$ cat src/rtl/tg_pkg.sv
// Shared constants of the timing generator: indices of the delayed strobes.
// Assumes nothing beyond the four strobes listed here.
package tg_pkg;
    localparam int NSIG   = 4;
    localparam int SIG_HS = 0;
    localparam int SIG_VS = 1;
    localparam int SIG_DE = 2;
    localparam int SIG_DQ = 3;
endpackage

$ cat src/rtl/tg_axis.sv
// One timing axis: a wrapping counter plus sync and visible-window decode.
// Assumes the endpoint inputs stay stable while the counter runs.
module tg_axis #(
    parameter int CW = 12
) (
    input  logic          clk,
    input  logic          rst_n,
    input  logic          clr,
    input  logic          adv,
    input  logic [CW-1:0] total_m1,
    input  logic [CW-1:0] sync_base,
    input  logic [CW-1:0] sync_m1,
    input  logic [CW-1:0] front_m1,
    input  logic [CW-1:0] act_m1,
    output logic [CW-1:0] cnt,
    output logic          wrap,
    output logic          in_sync,
    output logic          in_act,
    output logic [CW-1:0] rel
);
    logic [CW-1:0] act_off;

    // Last position of the period reached on an advancing tick.
    assign wrap = adv && (cnt == total_m1);

    // Position counter: cleared at launch, wraps at the period end.
    always_ff @(posedge clk) begin
        if (!rst_n || clr) begin
            cnt <= '0;
        end else if (adv) begin
            cnt <= wrap ? '0 : cnt + CW'(1);
        end
    end

    // Window decode for sync and visible span.
    always_comb begin
        act_off = cnt - front_m1 - CW'(1);
        in_sync = (cnt >= sync_base) && ((cnt - sync_base) <= sync_m1);
        in_act  = (cnt > front_m1) && (act_off <= act_m1);
        rel     = in_act ? act_off : '0;
    end
endmodule

$ cat src/rtl/tg_delay.sv
// Selectable delay of one strobe by 0..TAPS pixel ticks.
// Assumes the select fits TAPS; the line shifts on every pixel tick.
module tg_delay #(
    parameter int TAPS = 3,
    localparam int SW  = $clog2(TAPS + 1)
) (
    input  logic          clk,
    input  logic          rst_n,
    input  logic          ce,
    input  logic [SW-1:0] sel,
    input  logic          din,
    output logic          dout
);
    logic [TAPS-1:0] sr;

    // Shift chain advanced by the pixel tick.
    always_ff @(posedge clk) begin
        if (!rst_n) begin
            sr <= '0;
        end else if (ce) begin
            sr <= {sr[TAPS-2:0], din};
        end
    end

    // Tap select; zero passes the input straight through.
    always_comb begin
        dout = din;
        for (int k = 0; k < TAPS; k++) begin
            if (sel == SW'(k + 1)) dout = sr[k];
        end
    end
endmodule

$ cat src/rtl/rgb_timing_gen.sv
// RGB panel timing generator: sync/DE strobes, coordinates, data request
// and end-of-vsync pulse. Assumes timing inputs are stable while running.
module rgb_timing_gen
    import tg_pkg::*;
#(
    parameter int CW       = 12,
    parameter int DLY_TAPS = 3
) (
    input  logic                            clk,
    input  logic                            rst_n,
    input  logic                            pix_ce,
    input  logic                            start,
    input  logic                            stop,
    input  logic                            next_frame_en,
    input  logic                            hs_porch_en,
    input  logic                            idle_hs,
    input  logic                            idle_vs,
    input  logic                            idle_de,
    input  logic [CW-1:0]                   h_sync_m1,
    input  logic [CW-1:0]                   h_front_m1,
    input  logic [CW-1:0]                   h_act_m1,
    input  logic [CW-1:0]                   h_total_m1,
    input  logic [CW-1:0]                   hs_pos,
    input  logic [CW-1:0]                   v_sync_m1,
    input  logic [CW-1:0]                   v_front_m1,
    input  logic [CW-1:0]                   v_act_m1,
    input  logic [CW-1:0]                   v_total_m1,
    input  logic [$clog2(DLY_TAPS+1)-1:0]   dly_hs,
    input  logic [$clog2(DLY_TAPS+1)-1:0]   dly_vs,
    input  logic [$clog2(DLY_TAPS+1)-1:0]   dly_de,
    input  logic [$clog2(DLY_TAPS+1)-1:0]   dly_data,
    output logic                            hsync,
    output logic                            vsync,
    output logic                            de,
    output logic                            data_req,
    output logic [CW-1:0]                   pix_x,
    output logic [CW-1:0]                   pix_y,
    output logic                            vsync_end_irq
);
    localparam int DW = $clog2(DLY_TAPS + 1);

    logic          run_q, stop_pend_q, launch;
    logic [CW-1:0] hcnt, vcnt, h_rel, v_rel;
    logic          h_wrap, v_wrap, h_sync_w, v_sync_w, h_act_w, v_act_w;
    logic          frame_end, hs_raw, vs_raw, de_raw;
    logic [NSIG-1:0] raw_v, dly_v;
    logic [DW-1:0]   sel_v [NSIG];

    assign launch    = start && !run_q;
    assign frame_end = h_wrap && v_wrap;

    tg_axis #(.CW(CW)) h_axis_i (
        .clk(clk), .rst_n(rst_n), .clr(launch), .adv(run_q && pix_ce),
        .total_m1(h_total_m1), .sync_base(hs_pos), .sync_m1(h_sync_m1),
        .front_m1(h_front_m1), .act_m1(h_act_m1), .cnt(hcnt), .wrap(h_wrap),
        .in_sync(h_sync_w), .in_act(h_act_w), .rel(h_rel)
    );

    tg_axis #(.CW(CW)) v_axis_i (
        .clk(clk), .rst_n(rst_n), .clr(launch), .adv(h_wrap),
        .total_m1(v_total_m1), .sync_base('0), .sync_m1(v_sync_m1),
        .front_m1(v_front_m1), .act_m1(v_act_m1), .cnt(vcnt), .wrap(v_wrap),
        .in_sync(v_sync_w), .in_act(v_act_w), .rel(v_rel)
    );

    // Run state: launch while stopped, end at a frame boundary on request.
    always_ff @(posedge clk) begin
        if (!rst_n) begin
            run_q       <= 1'b0;
            stop_pend_q <= 1'b0;
        end else if (!run_q) begin
            stop_pend_q <= 1'b0;
            run_q       <= start;
        end else if (frame_end) begin
            run_q       <= next_frame_en && !stop && !stop_pend_q;
            stop_pend_q <= 1'b0;
        end else if (stop) begin
            stop_pend_q <= 1'b1;
        end
    end

    // End-of-vertical-sync pulse, one clock after the closing tick.
    always_ff @(posedge clk) begin
        if (!rst_n) vsync_end_irq <= 1'b0;
        else        vsync_end_irq <= h_wrap && (vcnt == v_sync_m1);
    end

    // Undelayed active-high strobes and coordinates.
    always_comb begin
        hs_raw = run_q && h_sync_w && (v_act_w || hs_porch_en);
        vs_raw = run_q && v_sync_w;
        de_raw = run_q && h_act_w && v_act_w;
        pix_x  = de_raw ? h_rel : '0;
        pix_y  = de_raw ? v_rel : '0;
    end

    assign raw_v[SIG_HS] = hs_raw;
    assign raw_v[SIG_VS] = vs_raw;
    assign raw_v[SIG_DE] = de_raw;
    assign raw_v[SIG_DQ] = de_raw;
    assign sel_v[SIG_HS] = dly_hs;
    assign sel_v[SIG_VS] = dly_vs;
    assign sel_v[SIG_DE] = dly_de;
    assign sel_v[SIG_DQ] = dly_data;

    for (genvar g = 0; g < NSIG; g++) begin : g_dly
        tg_delay #(.TAPS(DLY_TAPS)) dly_i (
            .clk(clk), .rst_n(rst_n), .ce(pix_ce), .sel(sel_v[g]),
            .din(raw_v[g]), .dout(dly_v[g])
        );
    end

    assign hsync    = idle_hs ^ dly_v[SIG_HS];
    assign vsync    = idle_vs ^ dly_v[SIG_VS];
    assign de       = idle_de ^ dly_v[SIG_DE];
    assign data_req = dly_v[SIG_DQ];
endmodule

$ cat config.mk
export PLATFORM = sky130hd
export DESIGN_NAME = rgb_timing_gen
export DESIGN_NICKNAME = d
export VERILOG_FILES = /design/src/rtl/tg_pkg.sv /design/src/rtl/tg_axis.sv /design/src/rtl/tg_delay.sv /design/src/rtl/rgb_timing_gen.sv
export SDC_FILE = /design/constraint.sdc
export NUM_CORES = 1
export LEC_CHECK = 0
export BUFFER_PORTS_ARGS = -buffer_cell sky130_fd_sc_hd__buf_2
export CAP_MARGIN = 15
export CORE_ASPECT_RATIO = 0.7
export CORE_MARGIN = 4
export CORE_UTILIZATION = 45
export CTS_BUF_LIST = sky130_fd_sc_hd__clkbuf_8
export DETAILED_ROUTE_END_ITERATION = 10
export HOLD_SLACK_MARGIN = 0.08
export PLACE_DENSITY = 0.71
export SKIP_CTS_REPAIR_TIMING = 1
export SYNTH_ARGS = -nofsm -noshare
export SYNTH_HDL_FRONTEND = slang
export SYNTH_SLANG_ARGS = --single-unit
export TNS_END_PERCENT = 10
$ cat constraint.sdc
create_clock -name clk -period 4.2 [get_ports clk]
set_input_delay 0.42 -clock clk [delete_from_list [all_inputs] [get_ports clk]]
set_output_delay 0.42 -clock clk [all_outputs]
set_load 0.02 [all_outputs]
==> results.cfg, run 1 <==
[pwr]
vdd_drop_max_uv = 155
power_frac_seq = 0.332
power_w = 0.00104
pwr-share-comb = 0.369
p_leak_nw = 4.02
power_density_nw_per_um2 = 141
internal_power_w = 0.000710
p_sw_w = 0.000330
power.share.switching = 0.317
pwr-share-clk = 0.298

[timing]
fin_skew_ns = 0.00780
rsz0062_at_grt = yes
worst_slack_ns = -0.572
hold_viol_final = 0
tightest_slew_ns = 0.564
layout_min_cycle_time_ns = 4.77
finalMaxSlewViolations = 0
max_slew_margin = 0.621
finalSetupViolations = 18
tns_ns = -6.75
timing.hold.ws_ns = 0.427
fmax_mhz = 210
fin_crit_sh = 1.14

[synthesis]
ys_seq_elements = 36
yosysSeqAreaShare = 0.139
yosys.area.top_type = ha_1
yosysTopAreaCellShare = 0.212
netlist_area_um2 = 5200
yosysUniqueCellTypes = 57
synth_area_leaders = ha_1 (21%), dfxtp_1 (14%), xor2_1 (8.1%), inv_1 (7.4%), nor2_1 (4.7%)
async_flop_share = 0
ys_warn_count = 0
ys.flop_type = dfxtp_1
synth_enable_flop_cells = 0
synth_cells = 691
avgSynthCellArea_um2 = 7.52
synth_fp_nets = 908

[global_route]
grt_pass1_wl_mm = 25.3
grt_pass1_vias = 5435
antenna_found_initial = 0
grt_overflow = 0
grt_usage = 0.229
grt_max_degree = 16

[final_layout]
syn_to_final_growth_pct = 41.9
antennaDiodeCount = 0
utilization = 0.663
drive_gt1_frac = 0.345
nets = 1182
final_cell_mix = buf_2 (151), buf_4 (127), inv_1 (101)
layout_commonest_cell = buf_2

[placement]
place_ws_ns = -0.582
port_buffers = 154
gp_congestion = 0.890
dp_hpwl_mm = 13.6

[min_path]
min_from = start
whs_path_depth = 2
hold_path_end = run_q
holdCritPathClass = in2reg

[detailed_routing]
drt_first_pass_iters = 5
wl_per_cell_um = 14.1
drtIter0Drc = 292
routed_wl_mm = 15.7
postRouteAntennaNets = 0
drc_errors = 0
vias_per_cell = 5.02
num_vias = 5618

[worst_setup_path]
cp_num_buf_inv = 2
cp_cell_sequence = buf_4, ha_1, a21oi_1, o211a_1, o31ai_1, nor2_1, a21oi_1, xnor2_1, ha_1, a21oi_2, o21ai_1, a2111oi_2, a21oi_2, or4b_4, xor2_2, o31ai_4, buf_6
start_kind = flip-flop
worstSetupPathType = reg2out
timing.critical_path.max_delay_family = compound AO/OA/AOI/OAI gates
ff2ff_setup_slack_ns = 0.20
end_kind = output pin
slowest_stage = or4b_4
r2r-end = g_dly[2].dly_i.sr[0]
cpPeakStageDelay_ns = 0.62
arrival_ns = 4.35
worst-r2r-cell-count = 17
crit_fanout = 3
r2r_start = h_axis_i.cnt[1]
cp.required_ns = 3.78
cp-startpoint = h_axis_i.cnt[1]

[floorplan]
core-area_um2 = 11100
boundaryPins = 155
start_util = 0.467
chipWidth_um = 136
num_rows = 32
die_y_um = 97.9
fp.dieArea_um2 = 13400

[status]
violations = negative setup slack
status = complete, but fails checks

[clocking]
clk_pin_slew_ns = 0.08
clkSinkCount = 36
cts_root_buffer = clkbuf_8
cts-buffers-inserted = 5
clock_path_buffers = 2
cts_tree = yes
clock_latency_ns = 0.28
htreeDepth = 2

[job]
maxCapViolCount = 0
## cells in the mapped netlist, types with 16 or more instances
cell and n:
inv_1 103, ha_1 88, nor2_1 65, xor2_1 48, a21oi_1 44, dfxtp_1 36, nand2_1 36, xnor2_1 26
nand4_1 23, nor2b_1 22, nand3_1 19, a21o_1 18, nor3_1 17, o21ai_0 16
## registers in the layout (all words and copies together), names as in the netlist
signal / cells
vsync_end_irq: 1
h_axis_i.cnt: 12
g_dly.dly_i.sr: 9
stop_pend_q: 1
v_axis_i.cnt: 12
run_q: 1
## per-stage QoR
step | area (µm²) | instances
floorplan | 5290 | 691
global placement | 7100 | 1107
detailed placement | 7100 | 1107
CTS | 7220 | 1115
global route | 7380 | 1119
finish | 7380 | 1119
## worst register-to-register path: cells and delay by family (launching register included)
| kind | cells | cell delay, ns |
|---|---|---|
| xor+xnor | 1 | 0.17 |
| fa+ha+maj | 2 | 0.59 |
| compound gates | 8 | 1.56 |
| mux | 1 | 0.12 |
| buf+inv | 2 | 0.32 |
| flops | 1 | 0.35 |
| simple gates | 3 | 0.85 |
## area by class of cell
| cell class | instances | area (µm²) |
|---|---|---|
| flip-flops and latches | 36 | 729 |
| clock inverters | 3 | 42.5 |
| fillers | 1030 | 3750 |
| inverters | 103 | 399 |
| well taps | 153 | 191 |
| repair buffers | 280 | 1740 |
| clock buffers | 5 | 68.8 |
| multi-input cells | 539 | 4210 |
## worst max-delay path by stage
stage                     slack, ns  endpoint  depth (start not counted)
final                         -0.57        de                         17
after floorplan               -0.21        de                         20
after global placement        -0.49        de                         21
after CTS                     -0.69     hsync                         19
after global routing          -0.75        de                         17
after detailed placement      -0.58        de                         21
## power groups by stage
stage	Clock [W]	Sequential (W)	Combinational, W
2_1_floorplan	0	0.000354	0.000205
3_3_place_gp	0	0.000355	0.000361
3_5_place_dp	0	0.000355	0.000368
4_1_cts	0.000312	0.000347	0.000371
5_1_grt	0.000330	0.000346	0.000431
6_report	0.000310	0.000346	0.000384
## kinds of logic (layout without fill, tap and decap cells)
kind of cell	count (synthesis)	in the layout	share of synthesized area
multiplexers	13	13	0.0250
AND/OR/NAND/NOR	228	228	0.231
AO/OA/AOI/OAI	133	133	0.171
buffers and inverters	116	391	0.0859
flip-flops	36	36	0.139
XOR/XNOR	74	74	0.125
adder cells (fa/ha/maj)	91	91	0.223
## routing by layer
layer / global-route usage / up-vias / routed length, µm
li1: - / 2959 / -
met1: 0.359 / 2514 / 8290
met2: 0.343 / 141 / 6580
met3: 0.0283 / 4 / 816
met4: 0.0271 / 0 / 41
met5: 0 / - / 0
Power figures use the tool's default switching activity.
==> inputs of run 2 (changes only) <==
- clock period: 4.2 -> 4 ns (I/O delays scaled with it)
==> run 2 against run 1 <==
The flow still finishes with violations (negative setup slack). Non-clock buffer count up 21. Total power up 6.7%. Clock power up 6%. Combinational power up 8.9%. Routed wire length up 3.4%. Count of clock-buffer cells in the layout unchanged. Die area unchanged. Cell count up 1.9%. Global-route usage up 0.43 points. Critical path type unchanged. Largest power group unchanged.
==> results.cfg, run 2 (synthesized netlist as in run 1, its figures left out) <==
[status]
status = complete, but fails checks
violations = negative setup slack

[min_path]
hold_path_end = run_q
holdCritPathClass = in2reg
whs_path_depth = 2
min_from = start

[detailed_routing]
dr_wl_met2_mm = 6.85
routed_wl_mm = 16.3
wl_met3_um = 894
vias_per_cell = 5.07
wl_per_cell_um = 14.3
num_vias = 5778
drt_first_pass_iters = 5
drtIter0Drc = 289
top_layer = met4
postRouteAntennaNets = 0
m1WireLength_mm = 8.36
drc_errors = 0

[worst_setup_path]
r2r_start = h_axis_i.cnt[0]
cp.required_ns = 3.60
end_kind = output pin
worst-r2r-cell-count = 19
crit_fanout = 6
r2r-end = g_dly[2].dly_i.sr[0]
arrival_ns = 4.31
worstSetupPathType = reg2out
start_kind = flip-flop
ff2ff_setup_slack_ns = 0.01

[placement]
port_buffers = 154
postPlaceCellArea_um2 = 7240
dp_hpwl_mm = 13.6
gp_congestion = 0.883
dp.cells = 1125

[timing]
hold_viol_final = 0
max_slew_margin = 0.603
layout_min_cycle_time_ns = 4.71
tightest_slew_ns = 0.581
fin_crit_sh = 1.18
worst_slack_ns = -0.707
finalSetupViolations = 27
fin_skew_ns = 0.00852
fmax_mhz = 212
finalMaxSlewViolations = 0
rsz0062_at_grt = yes

[final_layout]
final_area_um2 = 7660
seqCellArea_um2 = 726
fin_cells = 1140
syn_to_final_growth_pct = 47.5
layout_commonest_cell = buf_4
nFillCells = 982
antennaDiodeCount = 0
multi_input_area_um2 = 4280
top_regs = h_axis_i.cnt x12, v_axis_i.cnt x12, g_dly.dly_i.sr x9
final_cell_mix = buf_4 (153), buf_2 (140), inv_1 (100)
utilization = 0.689
drive_gt1_frac = 0.365
nets = 1203

[global_route]
grt_max_degree = 16
grt_pass1_wl_mm = 25.8
grt_pass1_vias = 5577
antenna_found_initial = 0
grt_overflow = 0
grt_usage = 0.234

[pwr]
power_frac_seq = 0.328
vdd_drop_max_uv = 134
p_sw_w = 0.000355
pwr-share-clk = 0.296
power_density_nw_per_um2 = 145
power.share.switching = 0.320
internal_power_w = 0.000755
p_leak_nw = 4.14
pwr-share-comb = 0.377

[floorplan]
fp.dieArea_um2 = 13400
start_util = 0.467
num_rows = 32
die_y_um = 97.9
core-area_um2 = 11100
chipWidth_um = 136
boundaryPins = 155

[job]
maxCapViolCount = 0

[clocking]
htreeDepth = 2
clk_pin_slew_ns = 0.08
clock_latency_ns = 0.29
cts-buffers-inserted = 5
cts_root_buffer = clkbuf_8
clkSinkCount = 36
clock_path_buffers = 2
cts_tree = yes
[run 2: cell types whose count changed in the layout (fill, tap and decap cells not counted), moves of 3 or more]
cell | before | now
nor2_4 | 0 | 3
o21ai_1 | 2 | 5
nor2_1 | 65 | 60
buf_4 | 127 | 153
buf_6 | 1 | 6
buf_2 | 151 | 140
[run 2: worst max-delay path: stages (launching register included)]
cell and delay (ns):
dfxtp_4 0.38, ha_4 0.15, inv_2 0.04, fa_2 0.35, nor2b_4 0.13, o21ai_2 0.08, a21boi_2 0.18, o21ai_2 0.08
a21oi_2 0.16, mux2i_1 0.27, nand2_1 0.13, ha_4 0.18, a21oi_4 0.12, o21ai_2 0.08, a2111oi_2 0.37, a21oi_1 0.17
or4b_4 0.61, buf_12 0.19, and3b_1 0.23, buf_6 0.12
[run 2: worst max-delay path by stage]
| stage | startpoint | endpoint |
|---|---|---|
| 6_report | h_axis_i.cnt[0] | pix_y[8] |
| 2_1_floorplan | h_front_m1[0] | de |
| 3_5_place_dp | h_front_m1[0] | de |
| 3_3_place_gp | h_front_m1[0] | de |
| 5_1_grt | h_axis_i.cnt[0] | pix_y[8] |
| 4_1_cts | h_axis_i.cnt[0] | pix_y[8] |
[run 2: layout make-up]
class | instances | share of cell area
clock buffer | 5 | 0.00898
clock inverter | 3 | 0.00555
inverter | 103 | 0.0521
multi-input combinational | 539 | 0.558
sequential | 36 | 0.0947
tap | 153 | 0.0250
timing repair buffer | 301 | 0.256
[run 2: metrics by stage]
step                total power [W]  hold slack (ns)  setup slack (ns)  setup TNS, ns
floorplan                  0.000587            0.482            -0.368          -3.88
global placement           0.000759            0.500            -0.668         -10.62
detailed placement         0.000765            0.506            -0.755         -12.97
CTS                         0.00109            0.391            -0.816         -15.20
global route                0.00118            0.394            -0.848         -17.33
finish                      0.00111            0.394            -0.707         -12.15
[run 2: power groups by stage]
stage	combinational (W)	clock [W]	sequential [W]
after detailed placement	0.000393	0	0.000372
after global routing	0.000467	0.000348	0.000364
after CTS	0.000396	0.000331	0.000364
after floorplan	0.000215	0	0.000372
after global placement	0.000387	0	0.000372
final	0.000418	0.000328	0.000364
[run 2: layer usage]
layer,vias up,GRT usage
li1,3000,-
met1,2586,0.365
met2,173,0.351
met3,19,0.0263
met4,0,0.0318
met5,-,0
==> inputs of run 3 (changes only) <==
- PLACE_DENSITY: 0.71 -> 0.74
- SETUP_SLACK_MARGIN: unset -> 0.02
==> run 3 against run 2 <==
Die area is the same. Core utilization shrank 1.8 points. Highest routed layer unchanged. Cell count shrank 0.70%. Critical path depth shrank 3. Non-clock buffer count shrank 8. Fmax grew 2.2%. Critical endpoint is now de. Sequential share of layout area grew 0.27 points. The flow still finishes with violations (negative setup slack). Routed wire length grew 0.12%. Largest power group unchanged.
==> results.cfg, run 3 (synthesized netlist as in run 1, its figures left out) <==
[status]
status = complete, but fails checks
violations = negative setup slack

[final_layout]
layout_commonest_cell = buf_4
seqCellArea_um2 = 727
final_area_um2 = 7470
drive_gt1_frac = 0.349
multi_input_area_um2 = 4180
utilization = 0.671
final_cell_mix = buf_4 (148), buf_2 (141), inv_1 (101)
nFillCells = 1015
antennaDiodeCount = 0
top_regs = h_axis_i.cnt x12, v_axis_i.cnt x12, g_dly.dly_i.sr x9
nets = 1195
syn_to_final_growth_pct = 43.7

[pwr]
power_w = 0.00106
vdd_drop_max_uv = 159
power_density_nw_per_um2 = 142
p_leak_nw = 4.08

[worst_setup_path]
crit_fanout = 4
cp_cell_sequence = ha_1, a21oi_2, o211a_1, o31ai_2, nor2_1, a21oi_1, xnor2_1, ha_1, a21oi_4, o21ai_2, a2111oi_2, a21oi_1, or4b_4, xor2_2, o31ai_4, buf_6
arrival_ns = 4.20
start_kind = flip-flop
cpPeakStageDelay_ns = 0.57
end_kind = output pin
slowest_stage = or4b_4
cp.required_ns = 3.60
worstSetupPathType = reg2out

[placement]
postPlaceCellArea_um2 = 7220
dp_hpwl_mm = 14.0
place_ws_ns = -0.709
port_buffers = 154
gp_congestion = 0.923

[floorplan]
start_util = 0.467
die_y_um = 97.9
chipWidth_um = 136
fp.dieArea_um2 = 13400
num_rows = 32
boundaryPins = 155
core-area_um2 = 11100

[detailed_routing]
postRouteAntennaNets = 0
drt_first_pass_iters = 4
num_vias = 5729
wl_per_cell_um = 14.4
vias_per_cell = 5.06
drtIter0Drc = 259
routed_wl_mm = 16.3
drc_errors = 0

[clocking]
cts-buffers-inserted = 5
clkSinkCount = 36
htreeDepth = 2
clock_latency_ns = 0.29
cts_tree = yes
cts_root_buffer = clkbuf_8
clock_path_buffers = 2
clk_pin_slew_ns = 0.09

[timing]
hold_viol_final = 0
tightest_slew_ns = 0.575
layout_min_cycle_time_ns = 4.60
rsz0062_at_grt = yes
finalMaxSlewViolations = 0
max_slew_margin = 0.607
fin_crit_sh = 1.15
worst_slack_ns = -0.604
fmax_mhz = 217
finalSetupViolations = 27
fin_skew_ns = 0.0154

[job]
maxCapViolCount = 0

[global_route]
grt_pass1_wl_mm = 26.0
grt_usage = 0.237
antenna_found_initial = 0
grt_overflow = 0
grt_max_degree = 16
grt_pass1_vias = 5548

[min_path]
holdCritPathClass = in2reg
run 3: per-layer routing:
layer  up-vias  wire length, µm  GRT usage
met3        11              982     0.0216
met5         -                0          0
met4         0              153     0.0349
li1       2989                -          -
met2       178             6650      0.352
met1      2551             8490      0.376
run 3: worst max-delay path, delay by kind of cell, from the launching register on:
family	cells	cell delay [ns]
AND/OR/NAND/NOR	2	0.67
XOR/XNOR	2	0.39
AO/OA/AOI/OAI	9	1.68
buffers and inverters	1	0.15
flip-flops	1	0.36
adder cells (fa/ha/maj)	2	0.66
run 3: final timing paths:
kind	depth (start not counted)	start	slack (ns)	endpoint
setup / recovery	16	h_axis_i.cnt[1]	-0.60	de
hold / removal	2	start	0.40	run_q
setup reg to reg	16	h_axis_i.cnt[1]	0.16	g_dly[2].dly_i.sr[0]
hold reg to reg	2	g_dly[1].dly_i.sr[2]	0.53	g_dly[1].dly_i.sr[2]
run 3: metrics by stage:
stage | std cells | setup TNS, ns | hold slack [ns]
6_report | 1132 | -9.86 | 0.397
5_1_grt | 1132 | -17.51 | 0.396
4_1_cts | 1130 | -15.09 | 0.394
3_5_place_dp | 1122 | -12.53 | 0.512
3_3_place_gp | 1122 | -10.44 | 0.496
2_1_floorplan | 691 | -3.88 | 0.482
run 3: power by group:
group	leakage [nW]	internal [W]	switching [W]	total [W]
sequential	0.292	0.000360	0.00000336	0.000364
combinational	3.73	0.000206	0.000203	0.000408
clock	0.0516	0.000141	0.000145	0.000286
total	4.08	0.000707	0.000351	0.00106
run 3: final cells by class:
class                   instances  share of cell area
multi-input cells             539               0.560
well taps                     153              0.0256
flip-flops and latches         36              0.0974
repair buffers                293               0.251
clock inverters                 2             0.00184
inverters                     103              0.0535
clock buffers                   6              0.0111
